<file path="config.mk">
export PLATFORM = sky130hd
export DESIGN_NAME = pfc_supervisor
export DESIGN_NICKNAME = d
export VERILOG_FILES = /design/src/rtl/pfcsup_pkg.sv /design/src/rtl/pfcsup_hyst.sv /design/src/rtl/pfcsup_ramp.sv /design/src/rtl/pfcsup_seq.sv /design/src/rtl/pfc_supervisor.sv
export SDC_FILE = /design/constraint.sdc
export NUM_CORES = 1
export LEC_CHECK = 0
export ABC_CLOCK_PERIOD_IN_PS = 2500
export BUFFER_PORTS_ARGS = -buffer_cell sky130_fd_sc_hd__buf_4
export CAP_MARGIN = 20
export CORE_AREA = 2 2 74 76
export CTS_CLUSTER_SIZE = 20
export DETAILED_ROUTE_END_ITERATION = 12
export DIE_AREA = 0 0 76 78
export PLACE_DENSITY = 0.69
export SLEW_MARGIN = 20
export SYNTH_ARGS = -nofsm -noshare
export SYNTH_HDL_FRONTEND = slang
export SYNTH_SLANG_ARGS = --single-unit
</file>
<file path="constraint.sdc">
create_clock -name clk -period 2.5 [get_ports clk]
set_input_delay 0 -clock clk [delete_from_list [all_inputs] [get_ports clk]]
set_output_delay 0 -clock clk [all_outputs]
set_load 0.1 [all_outputs]
</file>
<file path="src/rtl/pfcsup_pkg.sv">
package pfcsup_pkg;

  typedef enum logic [2:0] {
    ST_IDLE = 3'd0,
    ST_HOLD = 3'd1,
    ST_JUMP = 3'd2,
    ST_RAMP = 3'd3,
    ST_RUN  = 3'd4
  } sup_state_t;

  // Hysteresis update: set wins over clear, otherwise hold.
  function automatic logic hyst_next(input logic cur, input logic set_c, input logic clr_c);
    if (set_c)      return 1'b1;
    else if (clr_c) return 1'b0;
    else            return cur;
  endfunction

  // States in which oscillator and multiplier run.
  function automatic logic core_active(input sup_state_t s);
    return (s == ST_JUMP) || (s == ST_RAMP) || (s == ST_RUN);
  endfunction

  // States that belong to the soft-start phase.
  function automatic logic soft_phase(input sup_state_t s);
    return (s == ST_JUMP) || (s == ST_RAMP);
  endfunction

endpackage

</file>
<file path="src/rtl/pfcsup_hyst.sv">
module pfcsup_hyst #(
  parameter int unsigned W         = 12,
  parameter int unsigned SET_ABOVE = 100,
  parameter int unsigned CLR_BELOW = 90,
  parameter bit          RST_VAL   = 1'b0
) (
  input  logic         clk,
  input  logic         rst_n,
  input  logic [W-1:0] code,
  output logic         flag
);
  import pfcsup_pkg::*;

  localparam logic [W-1:0] SET_C = W'(SET_ABOVE);
  localparam logic [W-1:0] CLR_C = W'(CLR_BELOW);

  always_ff @(posedge clk or negedge rst_n) begin
    if (!rst_n) flag <= RST_VAL;
    else        flag <= hyst_next(flag, code > SET_C, code < CLR_C);
  end
endmodule

</file>
<file path="src/rtl/pfcsup_ramp.sv">
module pfcsup_ramp #(
  parameter int unsigned VW       = 12,
  parameter int unsigned REG_CODE = 300,
  parameter int unsigned RAMP_DIV = 1000
) (
  input  logic          clk,
  input  logic          rst_n,
  input  logic          clr,
  input  logic          load,
  input  logic [VW-1:0] load_val,
  input  logic          ramping,
  output logic [VW-1:0] ref_q,
  output logic          at_top
);
  localparam int unsigned CW = (RAMP_DIV < 2) ? 1 : $clog2(RAMP_DIV);
  localparam logic [VW-1:0] TOP  = VW'(REG_CODE);
  localparam logic [CW-1:0] LAST = CW'(RAMP_DIV - 1);

  logic [CW-1:0] cnt;
  logic [VW-1:0] jump_val;
  logic          tick;

  assign jump_val = (load_val > TOP) ? TOP : load_val;
  assign tick     = (cnt == LAST);
  assign at_top   = (ref_q >= TOP);

  always_ff @(posedge clk or negedge rst_n) begin
    if (!rst_n) begin
      ref_q <= '0;
      cnt   <= '0;
    end else if (clr) begin
      ref_q <= '0;
      cnt   <= '0;
    end else if (load) begin
      ref_q <= jump_val;
      cnt   <= '0;
    end else if (ramping && !at_top) begin
      if (tick) begin
        ref_q <= ref_q + 1'b1;
        cnt   <= '0;
      end else begin
        cnt <= cnt + 1'b1;
      end
    end
  end
endmodule

</file>
<file path="src/rtl/pfcsup_seq.sv">
module pfcsup_seq (
  input  logic                   clk,
  input  logic                   rst_n,
  input  logic                   kill,
  input  logic                   ea_low,
  input  logic                   at_top,
  output pfcsup_pkg::sup_state_t state,
  output logic                   load,
  output logic                   ramping
);
  import pfcsup_pkg::*;

  sup_state_t nxt;

  always_comb begin
    nxt = state;
    if (kill) nxt = ST_IDLE;
    else begin
      case (state)
        ST_IDLE: nxt = ST_HOLD;
        ST_HOLD: if (ea_low) nxt = ST_JUMP;
        ST_JUMP: nxt = ST_RAMP;
        ST_RAMP: if (at_top) nxt = ST_RUN;
        ST_RUN:  nxt = ST_RUN;
        default: nxt = ST_IDLE;
      endcase
    end
  end

  always_ff @(posedge clk or negedge rst_n) begin
    if (!rst_n) state <= ST_IDLE;
    else        state <= nxt;
  end

  assign load    = (state == ST_JUMP) && !kill;
  assign ramping = (state == ST_RAMP);
endmodule

</file>
<file path="src/rtl/pfc_supervisor.sv">
module pfc_supervisor #(
  parameter int unsigned VW        = 12,
  parameter int unsigned TW        = 8,
  parameter int unsigned RAMP_DIV  = 1000,
  parameter int unsigned REF_ON_TH = 800,
  parameter int unsigned UV_SET    = 1020,
  parameter int unsigned UV_CLR    = 920,
  parameter int unsigned EN_TH     = 75,
  parameter int unsigned ZP_CLR    = 75,
  parameter int unsigned ZP_SET    = 90,
  parameter int unsigned SSDIS_TH  = 60,
  parameter int unsigned OV_SET    = 318,
  parameter int unsigned OV_CLR    = 308,
  parameter int unsigned BOOST_TH  = 279,
  parameter int unsigned REG_CODE  = 300,
  parameter int unsigned TSD_SET   = 160,
  parameter int unsigned TSD_CLR   = 140
) (
  input  logic          clk,
  input  logic          rst_n,
  input  logic [VW-1:0] bias_code,
  input  logic [VW-1:0] osns_code,
  input  logic [VW-1:0] eamp_code,
  input  logic [VW-1:0] sspin_code,
  input  logic [TW-1:0] temp_code,
  output logic          ref_on,
  output logic          core_on,
  output logic [VW-1:0] ss_ref,
  output logic          gate_on,
  output logic          amp_clr,
  output logic          boost_req
);
  import pfcsup_pkg::*;

  localparam logic [VW-1:0] REF_ON_C = VW'(REF_ON_TH);
  localparam logic [VW-1:0] EN_C     = VW'(EN_TH);
  localparam logic [VW-1:0] ZPC_C    = VW'(ZP_CLR);
  localparam logic [VW-1:0] SSDIS_C  = VW'(SSDIS_TH);
  localparam logic [VW-1:0] BOOST_C  = VW'(BOOST_TH);

  // Named internal events, observed by the bound checker.
  logic       uvlo_ok, tsd_f, ov_f, ea_act, zp_f;
  logic       en_ok, ea_low, ext_dis, os_low, kill;
  logic       load, ramping, at_top;
  sup_state_t state;

  pfcsup_hyst #(.W(VW), .SET_ABOVE(UV_SET), .CLR_BELOW(UV_CLR)) u_uvlo (
    .clk(clk), .rst_n(rst_n), .code(bias_code), .flag(uvlo_ok));
  pfcsup_hyst #(.W(VW), .SET_ABOVE(OV_SET), .CLR_BELOW(OV_CLR)) u_ov (
    .clk(clk), .rst_n(rst_n), .code(osns_code), .flag(ov_f));
  pfcsup_hyst #(.W(VW), .SET_ABOVE(ZP_SET - 1), .CLR_BELOW(ZP_CLR)) u_zp (
    .clk(clk), .rst_n(rst_n), .code(eamp_code), .flag(ea_act));
  pfcsup_hyst #(.W(TW), .SET_ABOVE(TSD_SET), .CLR_BELOW(TSD_CLR)) u_tsd (
    .clk(clk), .rst_n(rst_n), .code(temp_code), .flag(tsd_f));

  assign zp_f = !ea_act;
  assign kill = !uvlo_ok || tsd_f || !en_ok;

  always_ff @(posedge clk or negedge rst_n) begin
    if (!rst_n) begin
      ref_on  <= 1'b0;
      en_ok   <= 1'b0;
      ea_low  <= 1'b0;
      ext_dis <= 1'b0;
      os_low  <= 1'b0;
    end else begin
      ref_on  <= bias_code > REF_ON_C;
      en_ok   <= osns_code >= EN_C;
      ea_low  <= eamp_code < ZPC_C;
      ext_dis <= sspin_code < SSDIS_C;
      os_low  <= osns_code < BOOST_C;
    end
  end

  pfcsup_seq u_seq (
    .clk(clk), .rst_n(rst_n), .kill(kill), .ea_low(ea_low),
    .at_top(at_top), .state(state), .load(load), .ramping(ramping));

  pfcsup_ramp #(.VW(VW), .REG_CODE(REG_CODE), .RAMP_DIV(RAMP_DIV)) u_ramp (
    .clk(clk), .rst_n(rst_n), .clr(kill), .load(load), .load_val(osns_code),
    .ramping(ramping), .ref_q(ss_ref), .at_top(at_top));

  assign core_on = core_active(state);

  always_ff @(posedge clk or negedge rst_n) begin
    if (!rst_n) begin
      gate_on   <= 1'b0;
      amp_clr   <= 1'b0;
      boost_req <= 1'b0;
    end else begin
      gate_on   <= core_active(state) && !kill && !ov_f && !zp_f && !ext_dis && !tsd_f;
      amp_clr   <= ov_f;
      boost_req <= (state == ST_RUN) && os_low;
    end
  end
endmodule

</file>
==> Word-level counts from Yosys, hierarchy flattened <==
Cells that the tools add are included.
{ "word_totals": {"ff_bits": 37, "latchBits": 0, "mem_bits_ro": 0, "input_bits": 58, "ram_bits": 0, "wordCells": 87, "out_inout_bits": 17, "n_memories": 0} }
{ "classes": {"n_mux": 21, "n_shift": 0, "eq_ne": 7, "div": 0, "n_mul": 0, "n_reduce_logical": 28, "bitwise_logic": 0, "magnitude_cmp": 14, "n_addsub": 2} }
{ "ops": {"columns": ["operator", "n"], "rows": [
  ["12-bit 2-to-1 mux", 5],
  ["10-bit 2-to-1 mux", 4],
  ["12-bit by 10-bit > comparator with 1-bit output, second input constant", 2],
  ["12-bit by 9-bit > comparator with 1-bit output, second input constant", 2],
  ["12-bit by 9-bit less-than comparator with 1-bit output, second input constant", 2],
  ["3-bit one-hot mux with 5 select lines", 1],
  ["12-bit by 1-bit adder with 12-bit output, second input constant", 1],
  ["12-bit by 7-bit >= comparator with 1-bit output, second input constant", 1],
  ["12-bit by 9-bit >= comparator with 1-bit output, second input constant", 1],
  ["12-bit by 7-bit > comparator with 1-bit output, second input constant", 1],
  ["12-bit by 10-bit less-than comparator with 1-bit output, second input constant", 1],
  ["12-bit by 6-bit less-than comparator with 1-bit output, second input constant", 1],
  ["12-bit by 7-bit less-than comparator with 1-bit output, second input constant", 1],
  ["10-bit by 1-bit adder with 10-bit output, second input constant", 1],
  ["10-bit == test, second input constant", 1],
  ["3-bit 2-to-1 mux", 3],
  ["8-bit > comparator, second input constant", 1],
  ["1-bit logical AND", 8],
  ["8-bit less-than comparator, second input constant", 1],
  ["1-bit 2-to-1 mux", 8],
  ["2-bit nonzero test", 4],
  ["1-bit logical NOT", 7],
  ["3-bit by 2-bit == test with 1-bit output, second input constant", 2],
  ["3-bit nonzero test", 2],
  ["7 further kinds", 11]
]} }

==> Longest topological paths before layout <==
Gate-level depths: netlist of the first run.
{ "logic_depth": {"depth_word": 9, "ltp_mapped": 8, "ltp_nobuf": 6} }

==> Cells and area by module <==
A second synthesis of the first run with hierarchy kept.
{ "unflattened": {"hier_cells": 243, "hier_area_um2": 2280.9} }
{ "modules_own_cells": {"columns": ["module", "seq_area_each_um2", "area_each_um2", "cells_per_inst", "instances"], "rows": [
  ["pfcsup_ramp", 550.5, 1430.1, 161, 1],
  ["pfc_supervisor", 200.2, 399.1, 37, 1],
  ["pfcsup_seq", 75.1, 168.9, 13, 1],
  ["pfcsup_hyst (u_zp)", 25.0, 85.1, 10, 1],
  ["pfcsup_hyst (u_ov)", 25.0, 72.6, 8, 1],
  ["pfcsup_hyst (u_uvlo)", 25.0, 66.3, 8, 1],
  ["pfcsup_hyst (u_tsd)", 25.0, 58.8, 6, 1]
]} }

==> Worst setup path before layout of the first run <==
Ideal clock, no wire load.
{ "synth_timing": {"path_type": "register to register", "startpoint": "reg u_ramp.ref_q[6]", "endpoint": "reg u_ramp.cnt[6]", "path_buffers": 1, "period_less_slack_ns": 2.259, "path_slack_ns": 0.241, "setup_time_ns": 0.118, "required_time_ns": 2.382, "stages_incl_launch_ff": 7, "arrival_time_ns": 2.141, "path_cell_list": "dfrtp_1 o31ai_1 o2111a_2 buf_4 o21ai_0 xor2_1 nor2_1"} }
{ "synth_via": {"elab_chain_cells": 4} }
{ "synth_rtl": {"columns": ["item", "line", "source"], "rows": [
  ["start: declaration", "pfcsup_ramp.sv:12", "output logic [VW-1:0] ref_q,"],
  ["start signal: assignment", "pfcsup_ramp.sv:35", "ref_q <= jump_val;"],
  ["start signal: assignment", "pfcsup_ramp.sv:39", "ref_q <= ref_q + 1'b1;"],
  ["12-bit by 9-bit >= comparator with 1-bit output", "pfcsup_ramp.sv:25", "assign at_top = (ref_q >= TOP);"],
  ["1-bit logical NOT", "pfcsup_ramp.sv:37", "end else if (ramping && !at_top) begin"],
  ["1-bit logical AND", "pfcsup_ramp.sv:37", null],
  ["3-bit nonzero test (no line)", null, null],
  ["end signal: assignment", "pfcsup_ramp.sv:42", "cnt <= cnt + 1'b1;"],
  ["end: declaration", "pfcsup_ramp.sv:19", "logic [CW-1:0] cnt;"]
]} }
Every way passes these cells.
A chain may end at the register's enable or synchronous reset.

==> Final worst setup path of the first run <==
{ "layout_timing": {"startpoint": "reg u_ramp.ref_q[6]", "endpoint": "reg u_ramp.ref_q[3]"} }
{ "layout_via": {"elab_chain_cells": 5} }
{ "layout_rtl": {"columns": ["item", "line"], "rows": [
  ["12-bit by 9-bit >= comparator with 1-bit output", "pfcsup_ramp.sv:25"],
  ["1-bit logical NOT", "pfcsup_ramp.sv:37"],
  ["1-bit logical AND", "pfcsup_ramp.sv:37"],
  ["3-bit nonzero test (no line)", null],
  ["2-bit AND reduction (no line)", null]
]} }
Every way passes these cells.

==> impl_metrics.py, run 1 <==
metrics = {
    "run_status": {
        "status": "completed",
    },
    "cells_and_area": {
        "reg_top3": "u_ramp.ref_q x12, u_ramp.cnt x10, u_seq.state x3",
        "final_core_util": 0.6094,
        "fin_cells": 397,
        "drive_gt1_frac": 0.2905,
        "area_growth_pct": 37.82,
        "largest_reg_flops": 12,
        "fin_nets": 388,
        "max_flop_register": "u_ramp.ref_q",
        "diodes": 0,
    },
    "yosys": {
        "postSynthCellCount": 237,
        "yosys_warnings": 0,
        "synth-edff-count": 0,
        "mappedNetlistArea_um2": 2230,
        "syn_nets": 298,
        "synthArstFlopShare": 1.000,
        "ys_ff_latch": 37,
        "synth-seq-area-share": 0.4153,
        "synth_area_per_cell_um2": 9.408,
        "synth_flop_cell": "dfrtp_1",
        "yosys-top-cells-area": "dfrtp_1 (42%), a21oi_1 (4.9%), o21ai_0 (3.8%), nand2_1 (3.0%), nor2_1 (2.7%)",
        "ys_types": 61,
        "synthTopCellsByCount": "dfrtp_1 (37), a21oi_1 (22), nand2_1 (18)",
        "synth.most_common_cell": "dfrtp_1",
        "synth_top_area_frac": 0.4153,
        "synth_top_cell_by_area": "dfrtp_1",
    },
    "drt": {
        "vias": 2187,
        "dr.pass1.iters": 4,
        "wirelength_mm": 5.740,
        "drt_iter0_drc": 86,
        "viasPerCell": 5.509,
        "ant_nets": 0,
        "route.detailed.drc": 0,
        "wl_per_cell_um": 14.46,
    },
    "die": {
        "core_area_um2": 5042,
        "start_util": 0.4422,
        "num_rows": 26,
        "die_y_um": 78,
        "die_area_um2": 5928,
        "die_x_um": 76,
        "ios": 75,
    },
    "clock_tree": {
        "ctsResizeCount": 0,
        "cts_made_buffers": 5,
        "cts.reportedPaths.clkPinSlew_ps": 70,
        "post_cts_buffers": 0,
        "cts_root_buffer": "clkbuf_8",
        "cts_tree": "done",
        "h-tree-depth": 2,
        "cts-hold-fix-buffers": 15,
        "cts_max_path_buffers": 2,
        "clk_latency_ps": 290,
        "clock-sinks": 37,
    },
    "pwr": {
        "combPwrFrac": 0.151,
        "switching_share": 0.2436,
        "clkPwrFrac": 0.345,
        "power.density_nw_per_um2": 394.9,
        "pwr-share-seq": 0.505,
        "power_switching_mw": 0.2956,
        "power_leakage_nw": 1.396,
        "p_int_mw": 0.9180,
        "ir_worst_vdd_mv": 0.2052,
    },
    "global_route": {
        "gr-total-overflow": 0,
        "grt_max_degree": 38,
        "grt_antenna_before_repair": 0,
        "grt_first_pass_wirelength_mm": 9.970,
        "grt_usage": 0.2062,
        "grt_pass1_vias": 2161,
    },
    "worst_hold_path": {
        "hold_path.class": "primary input to flip-flop",
        "hp-start": "osns_code[0]",
        "hold_path_depth": 2,
        "holdPathEnd": "u_ov.flag$_DFFE_PN0P_",
    },
    "sta": {
        "finalSetupViolCount": 0,
        "skew_ps": 5.472,
        "rsz0062_at_grt": "false",
        "max_freq_mhz": 499.4,
        "fin_crit_ps": 2003,
        "finalSetupTns_ps": 0,
        "setup_ws_ps": 497.4,
        "slew_viol_final": 0,
        "finalCritPeriodShare": 0.8010,
        "slew_headroom": 0.6153,
        "worst_pin_slew_ps": 577.0,
        "hold_viol": 0,
    },
    "placement": {
        "portBuffers": 72,
        "dpl.cell_count": 375,
        "gp_congestion": 0.8886,
        "dp_slack_ps": 496.6,
        "dp_hpwl_mm": 4.211,
    },
    "setup_path": {
        "worstReg2RegEnd": "u_ramp.ref_q[3]$_DFFE_PN0P_",
        "ff2ff_path_depth": 4,
        "endpoint_kind": "flip-flop",
        "r2r_start": "u_ramp.ref_q[6]$_DFFE_PN0P_",
        "cp_max_fo": 15,
        "ff2ff_setup_slack_ps": 500,
        "start_kind": "flip-flop",
        "cp.required_ps": 2680,
        "criticalPathCategory": "flip-flop to flip-flop",
        "worstPathArrival_ps": 2180,
    },
    "flow_run": {
        "maxCapViolCount": 0,
    },
}
layer usage:
layer  GRT usage  wire length [µm]  vias to the layer above
li1            -                 -                     1077
met1      0.2677              2629                     1039
met2      0.3571              2831                       64
met3     0.02907               229                        7
met4     0.06545                50                        0
met5           0                 0                        -
worst max path at each step:
stage / slack [ps] / startpoint / end / cells past startpoint
after floorplan: 240 / u_ramp.ref_q[6]$_DFFE_PN0P_ / u_ramp.cnt[6]$_DFFE_PN0P_ / 6
after detailed placement: 500 / u_ramp.ref_q[6]$_DFFE_PN0P_ / u_ramp.ref_q[3]$_DFFE_PN0P_ / 4
after CTS: 480 / u_ramp.ref_q[6]$_DFFE_PN0P_ / u_ramp.ref_q[3]$_DFFE_PN0P_ / 4
after global placement: 520 / u_ramp.ref_q[6]$_DFFE_PN0P_ / u_ramp.ref_q[3]$_DFFE_PN0P_ / 4
after global routing: 320 / u_ramp.ref_q[6]$_DFFE_PN0P_ / u_ramp.ref_q[3]$_DFFE_PN0P_ / 4
final: 500 / u_ramp.ref_q[6]$_DFFE_PN0P_ / u_ramp.ref_q[3]$_DFFE_PN0P_ / 4
kinds of logic after synthesis:
group,Yosys count,share of synthesized area
buffers and inverters,11,0.02469
AND/OR/NAND/NOR,102,0.2716
XOR/XNOR,8,0.03143
flip-flops,37,0.4153
AO/OA/AOI/OAI,76,0.2402
adder cells (fa/ha/maj),3,0.01684
worst max-delay path, cell delays in order, from the launching register on:
cell and delay [ps]:
dfrtp_1 470, o31ai_1 400, o2111a_2 450, a21oi_1 250, a22o_2 320
area by class of cell:
cell class / instances / area (µm²)
Tap cell: 70 / 87.58
Multi-Input combinational cell: 189 / 1249
Inverter: 5 / 18.77
Fill cell: 468 / 1969
Clock buffer: 7 / 86.33
Sequential cell: 37 / 925.9
Timing Repair Buffer: 89 / 705.7
metrics by stage:
step | cell area (µm²) | hold slack, ps | power [mW]
global placement | 2836 | -8.148 | 0.7888
floorplan | 2230 | -295.6 | 0.6853
global route | 3073 | 6.608 | 1.266
detailed placement | 2836 | -7.257 | 0.7905
CTS | 3073 | 0.05784 | 1.224
finish | 3073 | 1.606 | 1.214
power groups by stage:
stage	registers (mW)	clock network (mW)	logic, mW
floorplan	0.630	0	0.0551
global placement	0.624	0	0.165
detailed placement	0.624	0	0.167
CTS	0.612	0.428	0.183
global route	0.614	0.451	0.202
finish	0.613	0.418	0.183
cell usage in the layout (no fill, tap or decap), types with 2 or more instances in the layout:
cell type,synthesis,final
or3b_1,2,2
or2_2,3,3
a41oi_1,2,2
or4_1,2,2
o21ai_1,2,2
buf_4,3,74
clkbuf_8,0,6
or3_1,4,4
a21oi_1,22,22
a211o_1,2,2
nor2_1,16,16
inv_1,5,5
nand4_1,5,5
nor3b_1,4,4
dlygate4sd3_1,0,15
o211a_1,3,3
nand3b_1,2,2
ha_1,3,3
xnor2_1,2,2
o21ai_0,17,17
dfrtp_1,37,37
o31ai_1,3,3
nand2b_1,2,2
a2bb2oi_1,4,4
nor2b_1,2,2
a31oi_1,3,3
and2_1,5,5
nand3_1,8,8
nand2_1,18,18
and3_1,8,8
nor4_4,2,2
xor2_1,6,6
nor3_1,9,9
Note: power is estimated with default switching activity, not from simulation.
==> inputs of run 2 (changes only) <==
Settings changed: ABC_CLOCK_PERIOD_IN_PS 2500 to 2000.
Clock period 2.5 ns to 2 ns, I/O delays scaled along.
==> run 2 against run 1 <==
Non-clock buffer count grew 14. Clock-buffer cell count is 2 lower. Critical path depth increased by 2. Largest cell class unchanged. Die area unchanged. Wire length up 7.8%. Critical path type unchanged. Global-route usage rose by 1.1 points. Worst setup slack lost 410 ps. Sequential share of layout area decreased by 1.1 points. Utilization is 3.1 points higher. Flip-flop and latch count did not move.
==> impl_metrics.py, run 2 (synthesis results as in run 1) <==
metrics = {
    "global_route": {
        "grt_max_degree": 38,
        "grt_antenna_before_repair": 0,
        "grt_first_pass_wirelength_mm": 10.33,
        "grt_usage": 0.2169,
        "grt_pass1_vias": 2275,
        "gr-total-overflow": 0,
    },
    "setup_path": {
        "cp.required_ps": 2160,
        "worstReg2RegEnd": "u_ramp.ref_q[6]$_DFFE_PN0P_",
        "criticalPathCategory": "flip-flop to flip-flop",
        "endpoint_kind": "flip-flop",
        "worstPathArrival_ps": 2070,
        "ff2ff_setup_slack_ps": 90,
        "cp_max_fo": 6,
        "ff2ff_path_depth": 6,
        "start_kind": "flip-flop",
        "r2r_start": "u_ramp.cnt[4]$_DFFE_PN0P_",
    },
    "sta": {
        "finalSetupViolCount": 0,
        "hold_viol": 0,
        "finalSetupTns_ps": 0,
        "rsz0062_at_grt": "false",
        "setup_ws_ps": 91.47,
        "worst_pin_slew_ps": 524.9,
        "finalCritPeriodShare": 0.9543,
        "max_freq_mhz": 524.0,
        "fin_crit_ps": 1909,
        "timing.hold.ws_ps": 9.628,
        "slew_viol_final": 0,
        "skew_ps": 4.794,
        "slew_headroom": 0.6500,
    },
    "drt": {
        "wirelength_mm": 6.188,
        "dr.pass1.iters": 6,
        "ant_nets": 0,
        "viasPerCell": 5.525,
        "drt_iter0_drc": 78,
        "wl_per_cell_um": 14.98,
        "vias": 2282,
        "route.detailed.drc": 0,
    },
    "cells_and_area": {
        "final_area_um2": 3231,
        "fin_cells": 413,
        "diodes": 0,
        "n_fill_cell": 436,
        "area_growth_pct": 44.89,
        "final_cell_mix": "buf_4 (87), dfrtp_1 (28), a21oi_1 (22), nand2_1 (18), o21ai_0 (17)",
        "reg_top3": "u_ramp.ref_q x12, u_ramp.cnt x10, u_seq.state x3",
        "regArea_um2": 937.1,
        "final_core_util": 0.6407,
        "largest_reg_flops": 12,
        "fin_nets": 403,
        "multi_input_area_um2": 1287,
        "max_flop_register": "u_ramp.ref_q",
        "drive_gt1_frac": 0.3557,
        "mostFrequentLayoutCell": "buf_4",
    },
    "flow_run": {
        "maxCapViolCount": 0,
    },
    "clock_tree": {
        "clk_latency_ps": 290,
        "cts_made_buffers": 5,
        "cts_tree": "done",
        "h-tree-depth": 2,
        "clock-sinks": 37,
        "cts.reportedPaths.clkPinSlew_ps": 80,
        "cts_max_path_buffers": 2,
        "cts_root_buffer": "clkbuf_8",
    },
    "run_status": {
        "status": "completed",
    },
    "worst_hold_path": {
        "holdPathEnd": "u_uvlo.flag$_DFFE_PN0P_",
        "hold_path.class": "primary input to flip-flop",
        "hp-start": "bias_code[8]",
        "hold_path_depth": 3,
    },
    "die": {
        "core_area_um2": 5042,
        "ios": 75,
        "die_x_um": 76,
        "die_area_um2": 5928,
        "num_rows": 26,
        "die_y_um": 78,
        "start_util": 0.4422,
    },
    "pwr": {
        "power_mw": 1.519,
        "power.density_nw_per_um2": 470.1,
        "ir_worst_vdd_mv": 0.2711,
        "power_leakage_nw": 1.451,
    },
    "placement": {
        "post_dp_cell_area_um2": 2923,
        "dpl.cell_count": 385,
        "dp_hpwl_mm": 4.597,
        "portBuffers": 72,
        "dp_slack_ps": 125.9,
        "gp_congestion": 0.8423,
    },
}
## run 2: cell types whose count changed in the layout (fill, tap and decap cells not counted), sizes merged
cell         change
buf             +13
clkbuf           -2
clkinv           +2
clkinvlp         +1
dlygate4sd3      +1
o2111a           +1
## run 2: worst max-delay path, stage by stage (launching register included)
cell and delay [ps]:
dfrtp_1 450, or2_2 330, nor4_4 390, buf_4 190, nand2_1 90, o21ai_0 210, a2bb2oi_1 110
## run 2: how the worst max path moves through the flow
stage | start | depth (start not counted) | to | slack (ps)
floorplan | u_ramp.ref_q[9]$_DFFE_PN0P_ | 6 | u_ramp.ref_q[6]$_DFFE_PN0P_ | 7
global placement | u_ramp.ref_q[3]$_DFFE_PN0P_ | 4 | u_ramp.ref_q[3]$_DFFE_PN0P_ | 140
detailed placement | u_ramp.ref_q[3]$_DFFE_PN0P_ | 4 | u_ramp.ref_q[3]$_DFFE_PN0P_ | 130
CTS | u_ramp.ref_q[3]$_DFFE_PN0P_ | 4 | u_ramp.ref_q[3]$_DFFE_PN0P_ | 100
global route | u_ramp.cnt[4]$_DFFE_PN0P_ | 6 | u_ramp.ref_q[6]$_DFFE_PN0P_ | 10
finish | u_ramp.cnt[4]$_DFFE_PN0P_ | 6 | u_ramp.ref_q[6]$_DFFE_PN0P_ | 90
## run 2: metal layers
| metal | share of wire | GRT usage |
|---|---|---|
| met1 | 0.42 | 0.2526 |
| met3 | 0.037 | 0.03837 |
| met5 | 0 | 0 |
| met2 | 0.53 | 0.3964 |
| met4 | 0.014 | 0.08545 |
## run 2: where the power goes
group | internal [mW] | switching [mW] | leakage (nW)
Combinational | 0.123 | 0.117 | 0.937
Sequential | 0.756 | 0.00587 | 0.470
Clock | 0.240 | 0.276 | 0.0439
Total | 1.12 | 0.399 | 1.45
## run 2: timing repair
item	4_1_cts	5_1_grt
hold endpoints to repair	46	0
buffers inserted	0	3
gates resized for setup	0	4
setup endpoints to repair	0	7
hold buffers	16	0
## run 2: layout make-up
class                   count  share of cell area
clock buffers               5             0.02130
inverters                   5            0.005809
multi-input cells         190              0.3985
repair buffers            103              0.2517
flip-flops and latches     37              0.2901
well taps                  70             0.02711
clock inverters             3            0.005422
